### src/rtl/qbd_pkg.sv
package qbd_pkg;

    localparam int OP_W = 4;

    localparam logic [OP_W-1:0] OP_IDLE    = 4'd0;
    localparam logic [OP_W-1:0] OP_WR_BYTE = 4'd1;
    localparam logic [OP_W-1:0] OP_RD_PIN  = 4'd2;
    localparam logic [OP_W-1:0] OP_RD_LAT  = 4'd3;
    localparam logic [OP_W-1:0] OP_AND     = 4'd4;
    localparam logic [OP_W-1:0] OP_OR      = 4'd5;
    localparam logic [OP_W-1:0] OP_XOR     = 4'd6;
    localparam logic [OP_W-1:0] OP_INC     = 4'd7;
    localparam logic [OP_W-1:0] OP_DEC     = 4'd8;
    localparam logic [OP_W-1:0] OP_BSET    = 4'd9;
    localparam logic [OP_W-1:0] OP_BCLR    = 4'd10;
    localparam logic [OP_W-1:0] OP_BCPL    = 4'd11;

    function automatic logic is_bit_op(input logic [OP_W-1:0] op);
        return (op == OP_BSET) || (op == OP_BCLR) || (op == OP_BCPL);
    endfunction

endpackage

### src/rtl/qbd_sync.sv
module qbd_sync #(
    parameter int WIDTH  = 8,
    parameter int STAGES = 2
) (
    input  logic             clk,
    input  logic             rst_n,
    input  logic [WIDTH-1:0] din,
    output logic [WIDTH-1:0] dout
);

    logic [STAGES-1:0][WIDTH-1:0] stage_d;
    logic [STAGES-1:0][WIDTH-1:0] stage_q;

    always_comb begin
        stage_d[0] = din;
    end

    generate
        for (genvar s = 1; s < STAGES; s++) begin : g_chain
            always_comb begin
                stage_d[s] = stage_q[s-1];
            end
        end
    endgenerate

    always_ff @(posedge clk or negedge rst_n) begin
        if (!rst_n) begin
            stage_q <= '1;
        end else begin
            stage_q <= stage_d;
        end
    end

    assign dout = stage_q[STAGES-1];

endmodule

### src/rtl/qbd_alu.sv
module qbd_alu
    import qbd_pkg::*;
#(
    parameter int WIDTH = 8,
    parameter int BIT_W = 3
) (
    input  logic [OP_W-1:0]  op,
    input  logic [WIDTH-1:0] latch_val,
    input  logic [WIDTH-1:0] wdata,
    input  logic [BIT_W-1:0] bit_sel,
    output logic [WIDTH-1:0] latch_nxt,
    output logic             reads_pin,
    output logic             reads_latch
);

    localparam logic [WIDTH-1:0] ONE = {{(WIDTH-1){1'b0}}, 1'b1};

    logic [WIDTH-1:0] sel_mask;

    always_comb begin
        sel_mask    = ONE << bit_sel;
        latch_nxt   = latch_val;
        reads_pin   = 1'b0;
        reads_latch = 1'b0;
        case (op)
            OP_WR_BYTE: latch_nxt = wdata;
            OP_RD_PIN:  reads_pin = 1'b1;
            OP_RD_LAT:  reads_latch = 1'b1;
            OP_AND: begin
                latch_nxt   = latch_val & wdata;
                reads_latch = 1'b1;
            end
            OP_OR: begin
                latch_nxt   = latch_val | wdata;
                reads_latch = 1'b1;
            end
            OP_XOR: begin
                latch_nxt   = latch_val ^ wdata;
                reads_latch = 1'b1;
            end
            OP_INC: begin
                latch_nxt   = latch_val + ONE;
                reads_latch = 1'b1;
            end
            OP_DEC: begin
                latch_nxt   = latch_val - ONE;
                reads_latch = 1'b1;
            end
            OP_BSET: begin
                latch_nxt   = latch_val | sel_mask;
                reads_latch = 1'b1;
            end
            OP_BCLR: begin
                latch_nxt   = latch_val & ~sel_mask;
                reads_latch = 1'b1;
            end
            OP_BCPL: begin
                latch_nxt   = latch_val ^ sel_mask;
                reads_latch = 1'b1;
            end
            default: latch_nxt = latch_val;
        endcase
    end

endmodule

### src/rtl/qbd_pad_drive.sv
module qbd_pad_drive #(
    parameter int WIDTH      = 8,
    parameter bit OPEN_DRAIN = 1'b0
) (
    input  logic [WIDTH-1:0] latch_val,
    input  logic             mux_on,
    input  logic             ale,
    input  logic [WIDTH-1:0] addr,
    input  logic [WIDTH-1:0] data,
    input  logic [WIDTH-1:0] data_oe,
    output logic [WIDTH-1:0] pad_oe,
    output logic [WIDTH-1:0] pad_level,
    output logic [WIDTH-1:0] pad_pullup
);

    generate
        for (genvar i = 0; i < WIDTH; i++) begin : g_pin
            if (OPEN_DRAIN) begin : g_od
                always_comb begin
                    pad_pullup[i] = 1'b0;
                    if (mux_on) begin
                        pad_oe[i]    = ale ? 1'b1 : data_oe[i];
                        pad_level[i] = ale ? addr[i] : data[i];
                    end else begin
                        pad_oe[i]    = ~latch_val[i];
                        pad_level[i] = 1'b0;
                    end
                end
            end else begin : g_qb
                logic unused_mux;
                assign unused_mux = mux_on ^ ale ^ addr[i] ^ data[i] ^ data_oe[i];
                always_comb begin
                    pad_oe[i]     = ~latch_val[i];
                    pad_level[i]  = 1'b0;
                    pad_pullup[i] = latch_val[i];
                end
            end
        end
    endgenerate

endmodule

### src/rtl/qbd_port.sv
module qbd_port
    import qbd_pkg::*;
#(
    parameter int WIDTH       = 8,
    parameter int SYNC_STAGES = 2,
    parameter bit OPEN_DRAIN  = 1'b0,
    localparam int BIT_W      = (WIDTH > 1) ? $clog2(WIDTH) : 1
) (
    input  logic             clk,
    input  logic             rst_n,
    input  logic [OP_W-1:0]  bus_op,
    input  logic [WIDTH-1:0] bus_wdata,
    input  logic [BIT_W-1:0] bus_bit,
    output logic [WIDTH-1:0] bus_rdata,
    input  logic [WIDTH-1:0] pin_in,
    input  logic             ext_en,
    input  logic             ext_ale,
    input  logic [WIDTH-1:0] ext_addr,
    input  logic [WIDTH-1:0] ext_data,
    input  logic [WIDTH-1:0] ext_data_oe,
    output logic [WIDTH-1:0] pad_oe,
    output logic [WIDTH-1:0] pad_level,
    output logic [WIDTH-1:0] pad_pullup
);

    localparam logic [WIDTH-1:0] ONE = {{(WIDTH-1){1'b0}}, 1'b1};

    typedef struct packed {
        logic [WIDTH-1:0] latch;
        logic [WIDTH-1:0] rdata;
    } port_state_t;

    port_state_t      st_d;
    port_state_t      st_q;
    logic [WIDTH-1:0] pin_sync;
    logic [WIDTH-1:0] latch_nxt;
    logic             reads_pin;
    logic             reads_latch;
    logic             mux_on;
    logic [WIDTH-1:0] sel_mask;

    assign mux_on   = OPEN_DRAIN && ext_en;
    assign sel_mask = ONE << bus_bit;

    qbd_sync #(
        .WIDTH  (WIDTH),
        .STAGES (SYNC_STAGES)
    ) u_sync (
        .clk   (clk),
        .rst_n (rst_n),
        .din   (pin_in),
        .dout  (pin_sync)
    );

    qbd_alu #(
        .WIDTH (WIDTH),
        .BIT_W (BIT_W)
    ) u_alu (
        .op          (bus_op),
        .latch_val   (st_q.latch),
        .wdata       (bus_wdata),
        .bit_sel     (bus_bit),
        .latch_nxt   (latch_nxt),
        .reads_pin   (reads_pin),
        .reads_latch (reads_latch)
    );

    always_comb begin
        st_d       = st_q;
        st_d.latch = latch_nxt;
        if (reads_pin) begin
            st_d.rdata = pin_sync;
        end else if (reads_latch) begin
            st_d.rdata = st_q.latch;
        end
    end

    always_ff @(posedge clk or negedge rst_n) begin
        if (!rst_n) begin
            st_q.latch <= '1;
            st_q.rdata <= '0;
        end else begin
            st_q <= st_d;
        end
    end

    assign bus_rdata = st_q.rdata;

    qbd_pad_drive #(
        .WIDTH      (WIDTH),
        .OPEN_DRAIN (OPEN_DRAIN)
    ) u_drive (
        .latch_val  (st_q.latch),
        .mux_on     (mux_on),
        .ale        (ext_ale),
        .addr       (ext_addr),
        .data       (ext_data),
        .data_oe    (ext_data_oe),
        .pad_oe     (pad_oe),
        .pad_level  (pad_level),
        .pad_pullup (pad_pullup)
    );

    AST_CLEARED_PULLS_LOW: assert property (@(posedge clk) disable iff (!rst_n)
        !mux_on |-> (((pad_oe & pad_level) == '0) && ((pad_oe | st_q.latch) == '1)));

    AST_BIT_ISOLATED: assert property (@(posedge clk) disable iff (!rst_n)
        is_bit_op(bus_op) |=> (((st_q.latch ^ $past(st_q.latch)) & ~$past(sel_mask)) == '0));

    AST_PIN_READ_KEEPS_LATCH: assert property (@(posedge clk) disable iff (!rst_n)
        (bus_op == OP_RD_PIN) |=> $stable(st_q.latch));

    AST_RMW_RETURNS_LATCH: assert property (@(posedge clk) disable iff (!rst_n)
        reads_latch |=> (bus_rdata == $past(st_q.latch)));

    AST_UNKNOWN_OP_HOLDS: assert property (@(posedge clk) disable iff (!rst_n)
        ((bus_op == OP_IDLE) || (bus_op > OP_BCPL)) |=> $stable(st_q.latch));

    AST_ADDR_PHASE: assert property (@(posedge clk) disable iff (!rst_n)
        (mux_on && ext_ale) |-> ((pad_oe == '1) && (pad_level == ext_addr)));

    AST_OD_NO_PULLUP: assert property (@(posedge clk) disable iff (!rst_n)
        mux_on |-> (pad_pullup == '0));

endmodule

### config.mk
export PLATFORM = sky130hd
export DESIGN_NAME = qbd_port
export DESIGN_NICKNAME = d
export VERILOG_FILES = /design/src/rtl/qbd_pkg.sv /design/src/rtl/qbd_sync.sv /design/src/rtl/qbd_alu.sv /design/src/rtl/qbd_pad_drive.sv /design/src/rtl/qbd_port.sv
export SDC_FILE = /design/constraint.sdc
export NUM_CORES = 1
export LEC_CHECK = 0
export BUFFER_PORTS_ARGS = -buffer_cell sky130_fd_sc_hd__buf_2
export CELL_PAD_IN_SITES_DETAIL_PLACEMENT = 2
export CELL_PAD_IN_SITES_GLOBAL_PLACEMENT = 2
export CORE_MARGIN = 8
export CORE_UTILIZATION = 29
export CTS_CLUSTER_SIZE = 14
export DETAILED_ROUTE_END_ITERATION = 10
export GPL_TIMING_DRIVEN = 0
export PLACE_DENSITY = 0.77
export RECOVER_POWER = 50
export SETUP_SLACK_MARGIN = 0.05
export SYNTH_ARGS = -nofsm -noshare
export SYNTH_HDL_FRONTEND = slang
export SYNTH_HIERARCHICAL = 1
export SYNTH_SLANG_ARGS = --single-unit
### constraint.sdc
create_clock -name clk -period 2.1 [get_ports clk]
set_clock_uncertainty 0.15 [all_clocks]
set_input_delay 0.42 -clock clk [delete_from_list [all_inputs] [get_ports clk]]
set_output_delay 0.42 -clock clk [all_outputs]
set_load 0.02 [all_outputs]
After elaboration in Yosys (flattened, before gate mapping):

Cells that the tools add are included.

* shift-type cells: 1
* reduce and logical (&&, ||, !) cells: 3
* div/mod/pow operators: 0
* muxes and demuxes: 5
* bitwise operators: 15
* eq/ne operators: 11
* magnitude comparators: 0
* $add $sub $neg: 2
* multiply operators: 0

Operators by type and width (number)
* $pmux W8 S9: 1
* $and A8 B8 Y8: 2
* $eq A4 B3 Y1 const B: 4
* $eq A4 B4 Y1 const B: 4
* $mux W8: 2
* $or A8 B8 Y8: 2
* $xor A8 B8 Y8: 2
* $reduce_bool A9 Y1: 1
* $reduce_or A9 Y1: 1
* $add A8 B1 Y8 const B: 1
* $eq A4 B2 Y1 const B: 2
* $not A1 Y1: 8
* $not A8 Y8: 1
* $shl A1 B3 Y8 const A: 1
* $sub A8 B1 Y8 const B: 1
* $eq A4 B1 Y1 const B: 1
* $mux W1: 2
* $reduce_bool A2 Y1: 1

* RAM bits: 0
* memory bits (read-only): 0
* latch bits: 0
* input bits: 51
* output and inout bits: 32
* word-level logic and storage cells: 41
* memories: 0
* flip-flop bits (word level): 32

Longest topological paths before layout:

* depth in word-level cells: 5
* depth in mapped cells: 11
* mapped depth without buffers: 10

Hierarchy:

Netlist, hierarchy kept.

By module, submodules not included
* qbd_alu: area an instance 1087.3 um^2, seq. area each 0.0 um^2, instances 1, cells an instance 158
* qbd_port: area an instance 646.9 um^2, seq. area each 410.4 um^2, instances 1, cells an instance 51
* qbd_sync: area an instance 420.4 um^2, seq. area each 420.4 um^2, instances 1, cells an instance 16
* qbd_pad_drive: area an instance 153.9 um^2, seq. area each 0.0 um^2, instances 1, cells an instance 25

Worst setup path after synthesis:

Ideal clock, no wire load.

* kind: input -> register
* start point: in bus_op[2]
* end point: reg st_q[14] (netlist name)
* cell stages on the path: 11
* path buffers: 1
* setup time: 79 ps
* setup slack: -427 ps
* arrival: 2298 ps
* cells stage by stage: inv_1 > ha_1 > buf_2 > nor3b_4 > xor2_1 > ha_1 > nand3_1 > nor2_1 > a221o_1 > o2111ai_1 > a22o_1

* longest elaborated chain between the ends: 2
* elaborated cells on any way between the ends: 11

Ends and longest elaborated chain
* from (decl): line qbd_port.sv:11 `input logic [OP_W-1:0] bus_op,`
* $eq A4 B4 Y1 (tied with other cells): line qbd_alu.sv:25 `case (op)`
* $pmux W8 S9 *: line qbd_alu.sv:25
* named net latch_nxt[6]: line qbd_port.sv:36 `logic [WIDTH-1:0] latch_nxt;`
* to (signal assigned): line qbd_port.sv:83 `st_q <= st_d;`
* to (decl): line qbd_port.sv:34 `port_state_t st_q;`

Mark *: on every way through the listed nets, which the timed path passes. The rest lies on a longest branch.
A chain may end at the register's enable or synchronous reset.

Worst setup path after layout:

Same ends and word-level chain as after synthesis.

==> flow_summary.yaml <==
final_layout:
  antenna_cells: 0
  final_common_cell: "buf_2"
  fillers: 873
  fin_area_um2: 2930
  final_cell_mix: "46 x buf_2, 28 x buf_4, 24 x dfstp_2"
  final_layout_size_suffix_gt1_share_pct: 44.7
  syn_to_final_growth_pct: 26.9
  nets: 367
  final_cell_count_no_fill: 415
die:
  dieArea_um2: 11100
  core_area_um2: 7730
  die_y_um: 105
  ios: 83
  rows: 32
  start_util_pct: 29.8
  die_w_um: 105
detailed_routing:
  wl_per_cell_um: 18.9
  met1_length_mm: 3.22
  route.detailed.drc: 0
  via_per_inst: 5.25
  firstDrtPassIters: 4
  routed_wl_mm: 7.84
  dr_total_vias: 2180
  ant_nets: 0
  top_layer: "met4"
  wl_met3_um: 341
  wl_met2_mm: 4.16
  drt_iter0_drc: 114
timing:
  finalMaxSlewViolations: 33
  holdWs_ps: 58.9
  hold_viol: 0
  fmax_mhz: 447
  fin_ws_ps: -139
  fin_crit_ps: 2240
  setup_violations: 3
  max_slew.worst_pin.slew_ps: 1730
  fin_crit_sh_pct: 107
  relSlewSlack_pct: -15.2
  rsz0062_at_grt: "yes"
critical_path:
  critical_path.endpoint_type: "flip-flop"
  critPathArrivalTime_ps: 2310
  r2r_cells: 5
  startpoint_type: "primary input"
  rrSetupSlack_ps: -20
  critPathMaxFanout: 4
  critPathRequiredTime_ps: 2170
  crit_type: "primary input to flip-flop"
logic_synthesis:
  synth.yosys.warnings: 6
  syn_inst: 249
  synth.avg_cell_area_um2: 9.26
  synthesis.area_um2: 2300
grt:
  grt_antenna_before_repair: 0
  grt_max_degree: 33
  grt_pass1_vias: 2313
  grt_pass1_wl_mm: 12.5
  grt_usage_pct: 14.2
  grt_overflow: 0
place:
  dp_slack_ps: -730
  placed_cell_area_um2: 2740
  io_buffers: 47
  place_inst: 405
  place_congestion: 0.847
  dp_hpwl_mm: 5.90
cts:
  clock_path_buffers: 2
  clkTransAtPathRegs_ps: 70
  cts_buffers: 5
  clkLatencyLatePin_ps: 290
  cts_max_level: 2
  cts_root_buf: "clkbuf_8"
  cts_hold_buf: 0
  cts_tree: "yes"
  cts_sinks: 32
power:
  power_density_nw_per_um2: 765
  power.leakage_nw: 1.30
  design_power_total_mw: 2.24
  peakVddDrop_v: 0.000301
worst_hold_path:
  worst_hold_path_type: "primary input to flip-flop"
  holdPathStages: 1
flow_run:
  drv_cap: 1
run_status:
  outcome: "finished, violations left"
  violations: "capacitance limit, slew limit, setup timing"
-- metal layers --
metal,vias to the layer above,global-route usage [%]
met5,-,0
met4,0,5.50
met3,9,3.19
met2,54,25.6
met1,1106,15.7
li1,1011,-
-- registers in the layout, indices dropped and copies added, names as in the netlist --
signal / count
st_q: 8
u_sync/stage_d: 8
bus_rdata: 8
u_sync/dout: 8
-- worst max-delay path, stage by stage --
cell and delay (ps):
buf_12 110, inv_12 40, ha_4 130, buf_6 90, nor3b_4 250, xor2_1 110, ha_2 220, buf_6 130
nor4_4 230, a221o_1 220, o2111ai_2 110, a22o_1 250
-- power breakdown --
part	internal (mW)	switching (mW)	leakage [nW]
Combinational	0.373	0.470	0.891
Clock	0.261	0.244	0.0510
Sequential	0.752	0.136	0.354
-- through the flow --
step                      util, %  TNS (ps)
final                        37.9      -268
after global routing         37.9      -591
after CTS                    37.5      -183
after detailed placement     35.5     -4210
after global placement       35.5     -3980
after floorplan                 -      -664
-- final timing paths --
check,start,endpoint
setup reg to reg,st_q[9],st_q[14]
hold reg to reg,u_sync/stage_d[12],u_sync/dout[4]
min in group asynchronous,rst_n,bus_rdata[5]
setup / recovery,bus_op[2],st_q[14]
hold / removal,pin_in[3],u_sync/stage_d[11]
max in group asynchronous,rst_n,bus_rdata[6]
-- repair_timing --
item                       4_1_cts  5_1_grt
pin swaps                        6        1
buffers inserted                 3        1
setup endpoints to repair        8        6
resized for setup               13        7
-- cell type report --
cell class	count	area (um2)	area share [%]
Clock buffer	6	82.6	2.82
Tap cell	102	128	4.36
Buffer	35	263	8.98
Inverter	13	61.3	2.10
Sequential cell	32	831	28.4
Clock inverter	2	10.0	0.342
Timing Repair Buffer	51	282	9.62
Multi-Input combinational cell	174	1270	43.4
(Power assumes the default switching activity.)
